===== src/rtl/pmc_pkg.sv =====
`timescale 1ns/1ps
package pmc_pkg;
  localparam int REG_W    = 8;
  localparam int B_SWRST  = 7;
  localparam int B_WUT    = 6;
  localparam int B_LBD    = 5;
  localparam int B_TS     = 4;
  localparam int B_PLL    = 1;
  localparam int B_XON    = 0;
  localparam int B_BUFOVR = 1;
  localparam int EN_W     = 7;

  typedef enum logic [2:0] {
    PM_OFF   = 3'd0,
    PM_STBY  = 3'd1,
    PM_SLEEP = 3'd2,
    PM_SENSE = 3'd3,
    PM_READY = 3'd4,
    PM_TUNE  = 3'd5
  } pm_mode_e;

  typedef struct packed {
    logic wut;
    logic lbd;
    logic ts;
    logic pll;
    logic xon;
  } ctl_t;

  localparam ctl_t CTL_DEF = '{wut: 1'b0, lbd: 1'b0, ts: 1'b0, pll: 1'b0, xon: 1'b1};
  localparam logic [REG_W-1:0] XCTL_DEF = '0;

  function automatic ctl_t ctl_of(input logic [REG_W-1:0] d);
    ctl_t c;
    c.wut = d[B_WUT];
    c.lbd = d[B_LBD];
    c.ts  = d[B_TS];
    c.pll = d[B_PLL];
    c.xon = d[B_XON];
    return c;
  endfunction

  function automatic logic [REG_W-1:0] ctl_bits(input ctl_t c);
    logic [REG_W-1:0] d;
    d = '0;
    d[B_WUT] = c.wut;
    d[B_LBD] = c.lbd;
    d[B_TS]  = c.ts;
    d[B_PLL] = c.pll;
    d[B_XON] = c.xon;
    return d;
  endfunction

  // priority: TUNE > READY > SENSOR > SLEEP > STANDBY
  function automatic pm_mode_e pm_decode(input ctl_t c);
    if (c.pll)              return PM_TUNE;
    else if (c.xon)         return PM_READY;
    else if (c.lbd || c.ts) return PM_SENSE;
    else if (c.wut)         return PM_SLEEP;
    else                    return PM_STBY;
  endfunction

  function automatic logic pm_is_low(input pm_mode_e m);
    return (m == PM_STBY) || (m == PM_SLEEP) || (m == PM_SENSE);
  endfunction
endpackage


===== src/rtl/pmc_regs.sv =====
`timescale 1ns/1ps
module pmc_regs
  import pmc_pkg::*;
#(
  parameter int ADDR_W    = 4,
  parameter int CTL_ADDR  = 0,
  parameter int XCTL_ADDR = 1
) (
  input  logic              clk,
  input  logic              rst,
  input  logic              shdn,
  input  logic              por,
  input  logic              wr_en,
  input  logic              rd_en,
  input  logic [ADDR_W-1:0] addr,
  input  logic [REG_W-1:0]  wdata,
  output logic [REG_W-1:0]  rdata,
  output ctl_t              ctl_q,
  output logic [REG_W-1:0]  xctl_q
);
  localparam logic [ADDR_W-1:0] A_CTL  = ADDR_W'(CTL_ADDR);
  localparam logic [ADDR_W-1:0] A_XCTL = ADDR_W'(XCTL_ADDR);

  ctl_t ctl_wr;
  logic wr_ctl, wr_xctl, swrst, locked, to_default;

  assign ctl_wr     = ctl_of(wdata);
  assign wr_ctl     = wr_en && (addr == A_CTL);
  assign wr_xctl    = wr_en && (addr == A_XCTL);
  assign swrst      = wr_ctl && wdata[B_SWRST];
  // leaving READY is refused while the buffer override is set
  assign locked     = xctl_q[B_BUFOVR] && (pm_decode(ctl_q) == PM_READY) &&
                      (pm_decode(ctl_wr) != PM_READY);
  assign to_default = rst || por || swrst;

  always_ff @(posedge clk) begin
    if (shdn) begin
      ctl_q  <= '0;
      xctl_q <= '0;
    end else if (to_default) begin
      ctl_q  <= CTL_DEF;
      xctl_q <= XCTL_DEF;
    end else begin
      if (wr_ctl && !locked) ctl_q  <= ctl_wr;
      if (wr_xctl)           xctl_q <= wdata;
    end
  end

  always_ff @(posedge clk) begin
    if (shdn || rst) begin
      rdata <= '0;
    end else if (rd_en) begin
      if (addr == A_CTL)       rdata <= ctl_bits(ctl_q);
      else if (addr == A_XCTL) rdata <= xctl_q;
      else                     rdata <= '0;
    end
  end

  // reads during shutdown return zero
  a_r2_shdn_rdata_zero: assert property (@(posedge clk) disable iff (rst)
    shdn |=> (rdata == '0));

  // power-on reset restores defaults
  a_r3_por_defaults: assert property (@(posedge clk) disable iff (rst)
    (por && !shdn) |=> (ctl_q == CTL_DEF && xctl_q == XCTL_DEF));

  // write leaving READY under buffer override is dropped
  a_r10_locked_hold: assert property (@(posedge clk) disable iff (rst)
    (!shdn && !por && wr_ctl && !wdata[B_SWRST] && locked) |=> $stable(ctl_q));

  // software reset restores defaults
  a_r11_swrst_default: assert property (@(posedge clk) disable iff (rst)
    (!shdn && swrst) |=> (ctl_q == CTL_DEF && xctl_q == XCTL_DEF));
endmodule


===== src/rtl/pmc_irq.sv =====
`timescale 1ns/1ps
module pmc_irq (
  input  logic clk,
  input  logic rst,
  input  logic shdn,
  input  logic por,
  input  logic irq_n,
  input  logic irq_rd,
  output logic pend
);
  logic irq_n_q, irq_fall;

  assign irq_fall = irq_n_q && !irq_n;

  always_ff @(posedge clk) begin
    if (rst || shdn) irq_n_q <= 1'b1;
    else             irq_n_q <= irq_n;
  end

  // a new interrupt edge wins over a read in the same cycle
  always_ff @(posedge clk) begin
    if (shdn)                  pend <= 1'b0;
    else if (rst || por)       pend <= 1'b1;
    else if (irq_fall)         pend <= 1'b1;
    else if (irq_rd)           pend <= 1'b0;
  end

  // a status read clears the pending flag
  a_r12_read_clears: assert property (@(posedge clk) disable iff (rst)
    (!shdn && !por && !irq_fall && irq_rd) |=> !pend);

  // a falling interrupt line sets it
  a_r12_fall_sets: assert property (@(posedge clk) disable iff (rst)
    (!shdn && irq_fall) |=> pend);
endmodule


===== src/rtl/pmc_decode.sv =====
`timescale 1ns/1ps
module pmc_decode
  import pmc_pkg::*;
(
  input  logic             clk,
  input  logic             rst,
  input  logic             shdn,
  input  logic             por,
  input  ctl_t             ctl,
  input  logic             bufovr,
  input  logic             pend,
  output logic [EN_W-1:0]  en,      // {ldo, wut, lbd, ts, xtal, xbuf, pll}
  output logic [2:0]       mode_code,
  output logic             min_current
);
  pm_mode_e        m;
  logic [EN_W-1:0] en_nxt;
  logic            xtal_nxt;

  always_comb begin
    m        = pm_decode(ctl);
    xtal_nxt = ctl.xon || ctl.pll;
    en_nxt   = {1'b1,
                ctl.wut || (m == PM_SENSE),
                ctl.lbd,
                ctl.ts,
                xtal_nxt,
                xtal_nxt && !bufovr,
                ctl.pll};
  end

  always_ff @(posedge clk) begin
    if (rst || shdn || por) begin
      en          <= '0;
      mode_code   <= PM_OFF;
      min_current <= 1'b0;
    end else begin
      en          <= en_nxt;
      mode_code   <= m;
      min_current <= pm_is_low(m) && !pend;
    end
  end

  // shutdown turns everything off
  a_r2_shdn_off: assert property (@(posedge clk) disable iff (rst)
    shdn |=> (en == '0 && mode_code == PM_OFF && !min_current));

  // PLL-on selects TUNE with the crystal forced on
  a_r8_tune_xtal: assert property (@(posedge clk) disable iff (rst)
    (!shdn && !por && ctl.pll) |=> (en[0] && en[2] && mode_code == PM_TUNE));

  // minimum current only after the pending flag was clear
  a_r12_min_needs_clear: assert property (@(posedge clk) disable iff (rst)
    min_current |-> !$past(pend));
endmodule


===== src/rtl/radio_idle_pmc.sv =====
`timescale 1ns/1ps
module radio_idle_pmc
  import pmc_pkg::*;
#(
  parameter int ADDR_W    = 4,
  parameter int CTL_ADDR  = 0,
  parameter int XCTL_ADDR = 1
) (
  input  logic              clk,
  input  logic              rst,
  input  logic              shdn,
  input  logic              wr_en,
  input  logic              rd_en,
  input  logic [ADDR_W-1:0] addr,
  input  logic [7:0]        wdata,
  output logic [7:0]        rdata,
  input  logic              irq_n,
  input  logic              irq_rd,
  output logic              en_ldo,
  output logic              en_wut,
  output logic              en_lbd,
  output logic              en_tsen,
  output logic              en_xtal,
  output logic              en_xbuf,
  output logic              en_pll,
  output logic [2:0]        mode_code,
  output logic              min_current
);
  logic             shdn_prev, por, pend;
  ctl_t             ctl_q;
  logic [REG_W-1:0] xctl_q;
  logic [EN_W-1:0]  en;

  always_ff @(posedge clk) begin
    if (rst) shdn_prev <= 1'b0;
    else     shdn_prev <= shdn;
  end
  assign por = shdn_prev && !shdn;

  pmc_regs #(
    .ADDR_W(ADDR_W), .CTL_ADDR(CTL_ADDR), .XCTL_ADDR(XCTL_ADDR)
  ) u_regs (
    .clk(clk), .rst(rst), .shdn(shdn), .por(por),
    .wr_en(wr_en), .rd_en(rd_en), .addr(addr), .wdata(wdata),
    .rdata(rdata), .ctl_q(ctl_q), .xctl_q(xctl_q)
  );

  pmc_irq u_irq (
    .clk(clk), .rst(rst), .shdn(shdn), .por(por),
    .irq_n(irq_n), .irq_rd(irq_rd), .pend(pend)
  );

  pmc_decode u_dec (
    .clk(clk), .rst(rst), .shdn(shdn), .por(por),
    .ctl(ctl_q), .bufovr(xctl_q[B_BUFOVR]), .pend(pend),
    .en(en), .mode_code(mode_code), .min_current(min_current)
  );

  assign {en_ldo, en_wut, en_lbd, en_tsen, en_xtal, en_xbuf, en_pll} = en;

  // one off cycle after the pin falls, then READY
  a_r3_por_then_ready: assert property (@(posedge clk) disable iff (rst)
    (por && !shdn) |=> ##1 (shdn || mode_code == PM_READY));
endmodule


===== config.mk =====
export PLATFORM = sky130hd
export DESIGN_NAME = radio_idle_pmc
export DESIGN_NICKNAME = d
export VERILOG_FILES = /design/src/rtl/pmc_pkg.sv /design/src/rtl/pmc_regs.sv /design/src/rtl/pmc_irq.sv /design/src/rtl/pmc_decode.sv /design/src/rtl/radio_idle_pmc.sv
export SDC_FILE = /design/constraint.sdc
export NUM_CORES = 1
export LEC_CHECK = 0
export ABC_AREA = 1
export BUFFER_PORTS_ARGS = -buffer_cell sky130_fd_sc_hd__buf_2
export CAP_MARGIN = 20
export CORE_AREA = 5 5 62 64
export CTS_CLUSTER_SIZE = 40
export DETAILED_ROUTE_END_ITERATION = 8
export DIE_AREA = 0 0 67 69
export PLACE_DENSITY = 0.79
export SLEW_MARGIN = 10
export SYNTH_ARGS = -nofsm -noshare
export SYNTH_HDL_FRONTEND = slang
export SYNTH_SLANG_ARGS = --single-unit

===== constraint.sdc =====
create_clock -name clk -period 2.4 [get_ports clk]
set_clock_uncertainty 0.15 [all_clocks]
set_input_delay 0 -clock clk [delete_from_list [all_inputs] [get_ports clk]]
set_output_delay 0 -clock clk [all_outputs]
set_load 0.005 [all_outputs]

-- Word level (Yosys, flattened, before mapping)
Index checks and enable logic that the tools add are counted.
- register bits after elaboration: 35
- input port bits: 19
- output and inout port bits: 19
- logic and storage cells: 65
- equal/unequal tests: 6
- muxes and demuxes: 16
- reduce and logical (&&, ||, !) cells: 29
- operators with widths (kind ; count):
    $mux 3 ; 6
    $mux 8 ; 2
    $logic_and 1x1->1 ; 10
    $logic_or 1x1->1 ; 10
    $mux 7 ; 1
    $eq 3x2->1 const B ; 2
    $logic_not 1->1 ; 5
    $mux 1 ; 5
    $eq 4x1->1 const B ; 1
    $logic_not 4->1 ; 1
    $mux 2 ; 2
    $eq 3x1->1 const B ; 1
    $eq 3x3->1 const B ; 1
    $ne 3x3->1 const B ; 1
    $reduce_bool 3->1 ; 1
    $reduce_bool 2->1 ; 1
    $reduce_or 2->1 ; 1

-- Longest topological paths before layout
- depth in word-level cells: 11
- depth in mapped cells: 8
- mapped depth without buffers: 8

-- Modules after synthesis
From an unflattened synthesis, not the netlist that was laid out.
- cells, all modules: 180
- area, all modules: 1525.2 sq um
- by module, submodules not included (module ; instances ; cells an instance ; area an instance (sq um) ; seq. area each (sq um)):
    pmc_regs ; 1 ; 124 ; 1041.0 ; 420.4
    pmc_decode ; 1 ; 38 ; 364.1 ; 200.2
    pmc_irq ; 1 ; 13 ; 82.6 ; 40.0
    radio_idle_pmc ; 1 ; 5 ; 37.5 ; 20.0

-- Least setup slack after synthesis
No wires, ideal clock.
- path type: register to register
- from: register u_regs.ctl_q[0] (netlist name)
- to: register u_regs.ctl_q[1] (netlist name)
- arrival: 0.873 ns
- required time: 2.137 ns
- path slack: 1.263 ns
- cell stages (with the launch flop): 8
- period minus slack after synthesis: 1.137 ns
- cells stage by stage: dfxtp_1 inv_1 nor2_2 nand3_2 nand2_4 inv_2 nor2_1 nor2_1
- cells in the longest elaborated chain, start to end: 7
- ends and longest elaborated chain (what ; RTL line ; source):
    $mux 3 ; pmc_pkg.sv:57 ; else if (c.xon) return PM_READY;
    $mux 3 ; pmc_pkg.sv:56 ; if (c.pll) return PM_TUNE;
    $eq 3x3->1 ; pmc_regs.sv:32 ; assign locked = xctl_q[B_BUFOVR] && (pm_decode(ctl_q) == PM_READY) &&
    $logic_and 1x1->1 (2 in a row) ; pmc_regs.sv:32 ;
    $logic_not 1->1 ; pmc_regs.sv:44 ; if (wr_ctl && !locked) ctl_q <= ctl_wr;
    $logic_and 1x1->1 ; pmc_regs.sv:44 ;
Every way passes these cells.
A chain may end at the register's enable or synchronous reset.

-- Final worst setup path
- from: input addr[0]
- to: register u_regs.xctl_q[4]
- cells in the longest elaborated chain, start to end: 5
- elaborated cells between the ends (all ways): 7
- those cells by class: eq/ne (1); reduce/logical (6)
- ends and longest elaborated chain (what ; RTL line ; source):
    start: declaration ; radio_idle_pmc.sv:14 ; input logic [ADDR_W-1:0] addr,
    $logic_not 4->1 ; pmc_regs.sv:28 ; assign wr_ctl = wr_en && (addr == A_CTL);
    $logic_and 1x1->1 ; pmc_regs.sv:28 ;
    $logic_and 1x1->1 ; pmc_regs.sv:30 ; assign swrst = wr_ctl && wdata[B_SWRST];
    $logic_or 1x1->1 ; pmc_regs.sv:34 ; assign to_default = rst || por || swrst;
    $reduce_or 2->1 (no source line) ; n/a ;
    end signal: assignment ; pmc_regs.sv:45 ; if (wr_xctl) xctl_q <= wdata;
    end: declaration ; pmc_regs.sv:19 ; output logic [REG_W-1:0] xctl_q
Several ways; a longest one is shown, not always the timed one.

==> results by group <==
Floorplanning
  • Die height: 69 um
  • Die Wd: roughly 67 um
  • # rows: 21
  • Core Region: between 3000 and 4000 um2
  • Initial Util: 0.4305
  • Full die area: 4623 um2
  • # IOs: 38

Power
  • Worst VDD drop: 0.0002577 V
  • Switch share: 0.2339
  • Power share of the combinational group: 0.116
  • Sequential power share: 0.585
  • Sw Pwr: approximately 0.23 mW
  • Clock power share: 0.299
  • Int Power: around 0.76 mW
  • Pwr/cell area: 535.6 nW/um2
  • P_leak: 0.8096 nW

CTS
  • CTS Buf Count: 5
  • Clock Latency Late Sink: 0.33 ns
  • Clock Sinks: 34
  • H-tree Lvls: 2
  • Cells resized by post-CTS repair: 0
  • Postcts setup bufs: 0
  • Worst-path clk slew: 0.09 ns
  • Root Driver: clkbuf_4
  • # hold bufs at CTS: 22
  • CTS tree: done
  • Clk buf depth: 2

Timing
  • Fmax: 465.8 MHz
  • Setup TNS: 0 ns
  • Fin. max-slew vios: 0
  • Final Setup Violations: 0
  • Tcrit/Tclk final: 0.8944
  • Relative slew slack: 0.8202
  • Worst Tran Pin Value: 0.2698 ns
  • RSZ-0062 raised after global routing: false
  • Hold slack final: 0.02669 ns
  • Hold Violations, Final: 0
  • Tmin final: 2.147 ns
  • Final Worst Setup Slack: 0.2533 ns

Worst setup path
  • Worst setup EP type: flip-flop
  • CP Class: in -> reg
  • Critical Path Source Type: input port
  • Crit-path most repeated cell: dlygate4sd3_1
  • Worst EP arrival: 2.26 ns
  • Slowest stage delay, CP: 0.59 ns
  • CP Data Required Time: 2.51 ns
  • Slowest CP cell: dlygate4sd3_1
  • Critical-path maximum fanout: 17
  • Critical-path cell list: dlygate4sd3_1, buf_2, nand3_2, dlygate4sd3_1, inv_4, nand3_1, dlygate4sd3_1, a21oi_1

Layout
  • Final Core Density: 0.5753
  • Share of cells above drive strength 1: 0.2704
  • Area grow syn2layout: 33.63%
  • Fin cells: around 280
  • Ant. Diodes: 0
  • FF/Latch Area: 680.7 um2
  • Multi-input gate area: roughly 570 um2
  • Nets: 253
  • Fillcell total: 312

Drt
  • Routed len/inst: around 11 um
  • DRT antenna net count: 0
  • Via density: roughly 4.5
  • Total wire length: 2952 um
  • DR vias: 1249
  • Initial DRT Pass Iterations: 4
  • Drt first-iter violations: 79
  • DRC errors left: 0

Place
  • Placed cell count: 251
  • Port buffer count: 37
  • Post-DP HPWL: 2096 um
  • Final GP Congestion: 0.9038
  • Worst slack at placement: 1.123 ns

Global routing
  • Global-route wire length before repair: 5085 um
  • GR Overflow Total: 0
  • Vias in the first global route: 1229
  • Largest net degree at the start of global routing: 18
  • GRT Util Overall: 0.1419
  • Initial antenna violation count: 0

Synthesis
  • Syn nets: between 150 and 200
  • Area share of the largest cell type after synthesis: 0.4892
  • Mapped Cells: 173
  • Yosys warning count: 0
  • Seq/Total Area, Yosys: 0.4892
  • Most area-consuming cells after synthesis: dfxtp_1 49%, nor2_1 8.6%, nand2_1 7.3%
  • Area of the mapped netlist: 1391 um2
  • Flops & latches, synth: 34
  • Post-synth top area cell: dfxtp_1
  • Synth cell types: 25
  • Syn_area_per_cell: 8.042 um2

Job
  • Max-cap violations: 0

Worst hold path
  • Hold/Removal Path Class: in -> reg

Status
  • Status: complete, no violations
[per-stage QoR]
step / instance area, um2 / power, mW
floorplan: 1391 / 0.6539
global placement: 1588 / 0.6878
detailed placement: 1588 / 0.6893
CTS: 1859 / 1.007
global route: 1859 / 1.054
finish: 1859 / 0.9959
[cells in the mapped netlist]
cell type and instances:
o211ai_1 5, a21oi_1 9, inv_4 2, nor4_1 1, buf_2 1, a311oi_1 1
a211oi_1 1, o21ai_0 3, nand3_2 5, nor2_4 4, a21oi_2 3, o21ai_1 4
nand3_1 9, buf_4 2, nand2_2 2, dfxtp_1 34, buf_8 1, inv_2 1
nor2_2 2, nor3_1 1, nand2_1 27, nand2_4 1, inv_1 21, nor2_1 32
buf_6 1
[kinds of logic after synthesis]
| logic type | Yosys count | share of synthesized area |
|---|---|---|
| DFF | 34 | 0.4892 |
| AOI/OAI and AO/OA | 26 | 0.1151 |
| buffers and inverters | 29 | 0.1016 |
| and+or+nand+nor | 84 | 0.2941 |
[flip-flops by register name, indices dropped and copies added, names as in the netlist]
name               count
u_regs.rdata           8
u_regs.xctl_q          8
u_dec.en               6
u_regs.ctl_q           5
u_dec.mode_code        3
shdn_prev              1
u_dec.min_current      1
u_irq.irq_n_q          1
u_irq.pend             1
[cells in the final DEF, fill, tap and decap left out, types with 3 or more instances in the layout]
| cell | Yosys | final |
|---|---|---|
| buf_2 | 1 | 37 |
| dfxtp_1 | 34 | 34 |
| nor2_1 | 32 | 32 |
| nand2_1 | 27 | 27 |
| dlygate4sd3_1 | 0 | 22 |
| inv_1 | 21 | 21 |
| nand3_1 | 9 | 9 |
| a21oi_1 | 9 | 9 |
| nand3_2 | 5 | 5 |
| o211ai_1 | 5 | 5 |
| clkbuf_4 | 0 | 5 |
| nor2_4 | 4 | 4 |
| o21ai_1 | 4 | 4 |
| a21oi_2 | 3 | 3 |
| o21ai_0 | 3 | 3 |
[power by group through the flow]
| stage | Sequential (mW) | Combinational (mW) | Clock (mW) |
|---|---|---|---|
| after floorplan | 0.597 | 0.0573 | 0 |
| after global placement | 0.595 | 0.0924 | 0 |
| after detailed placement | 0.596 | 0.0935 | 0 |
| after CTS | 0.582 | 0.115 | 0.310 |
| after global routing | 0.585 | 0.130 | 0.339 |
| final | 0.582 | 0.116 | 0.298 |
[area by class of cell]
cell class	count	share of cell area
Clock buffer	6	0.02759
Inverter	24	0.05114
Multi-Input combinational cell	110	0.3062
Sequential cell	34	0.3661
Tap cell	46	0.03096
Timing Repair Buffer	59	0.2180
[per-layer routing]
metal,GRT usage,wire length [um],up-vias
met2,0.2358,1413,39
met4,0.07207,38,0
met3,0.04058,207,4
li1,-,-,668
met5,0,0,-
met1,0.1608,1292,538
[path summary, 6_finish.rpt]
path	endpoint	startpoint	cells past startpoint	slack (ns)
worst min-delay path	u_regs.rdata[5]	addr[2]	6	0.03
worst min register to register	u_dec.min_current	u_irq.pend	1	0.28
worst max register to register	u_irq.pend	shdn_prev	5	0.89
worst max-delay path	u_regs.xctl_q[4]	addr[0]	8	0.25
[critical path, delay by kind of cell]
kind	cells	cell delay [ns]
AOI/OAI and AO/OA	1	0.15
and+or+nand+nor	2	0.14
buffers and inverters	5	1.97
Note: power is estimated with default switching activity, not from simulation.
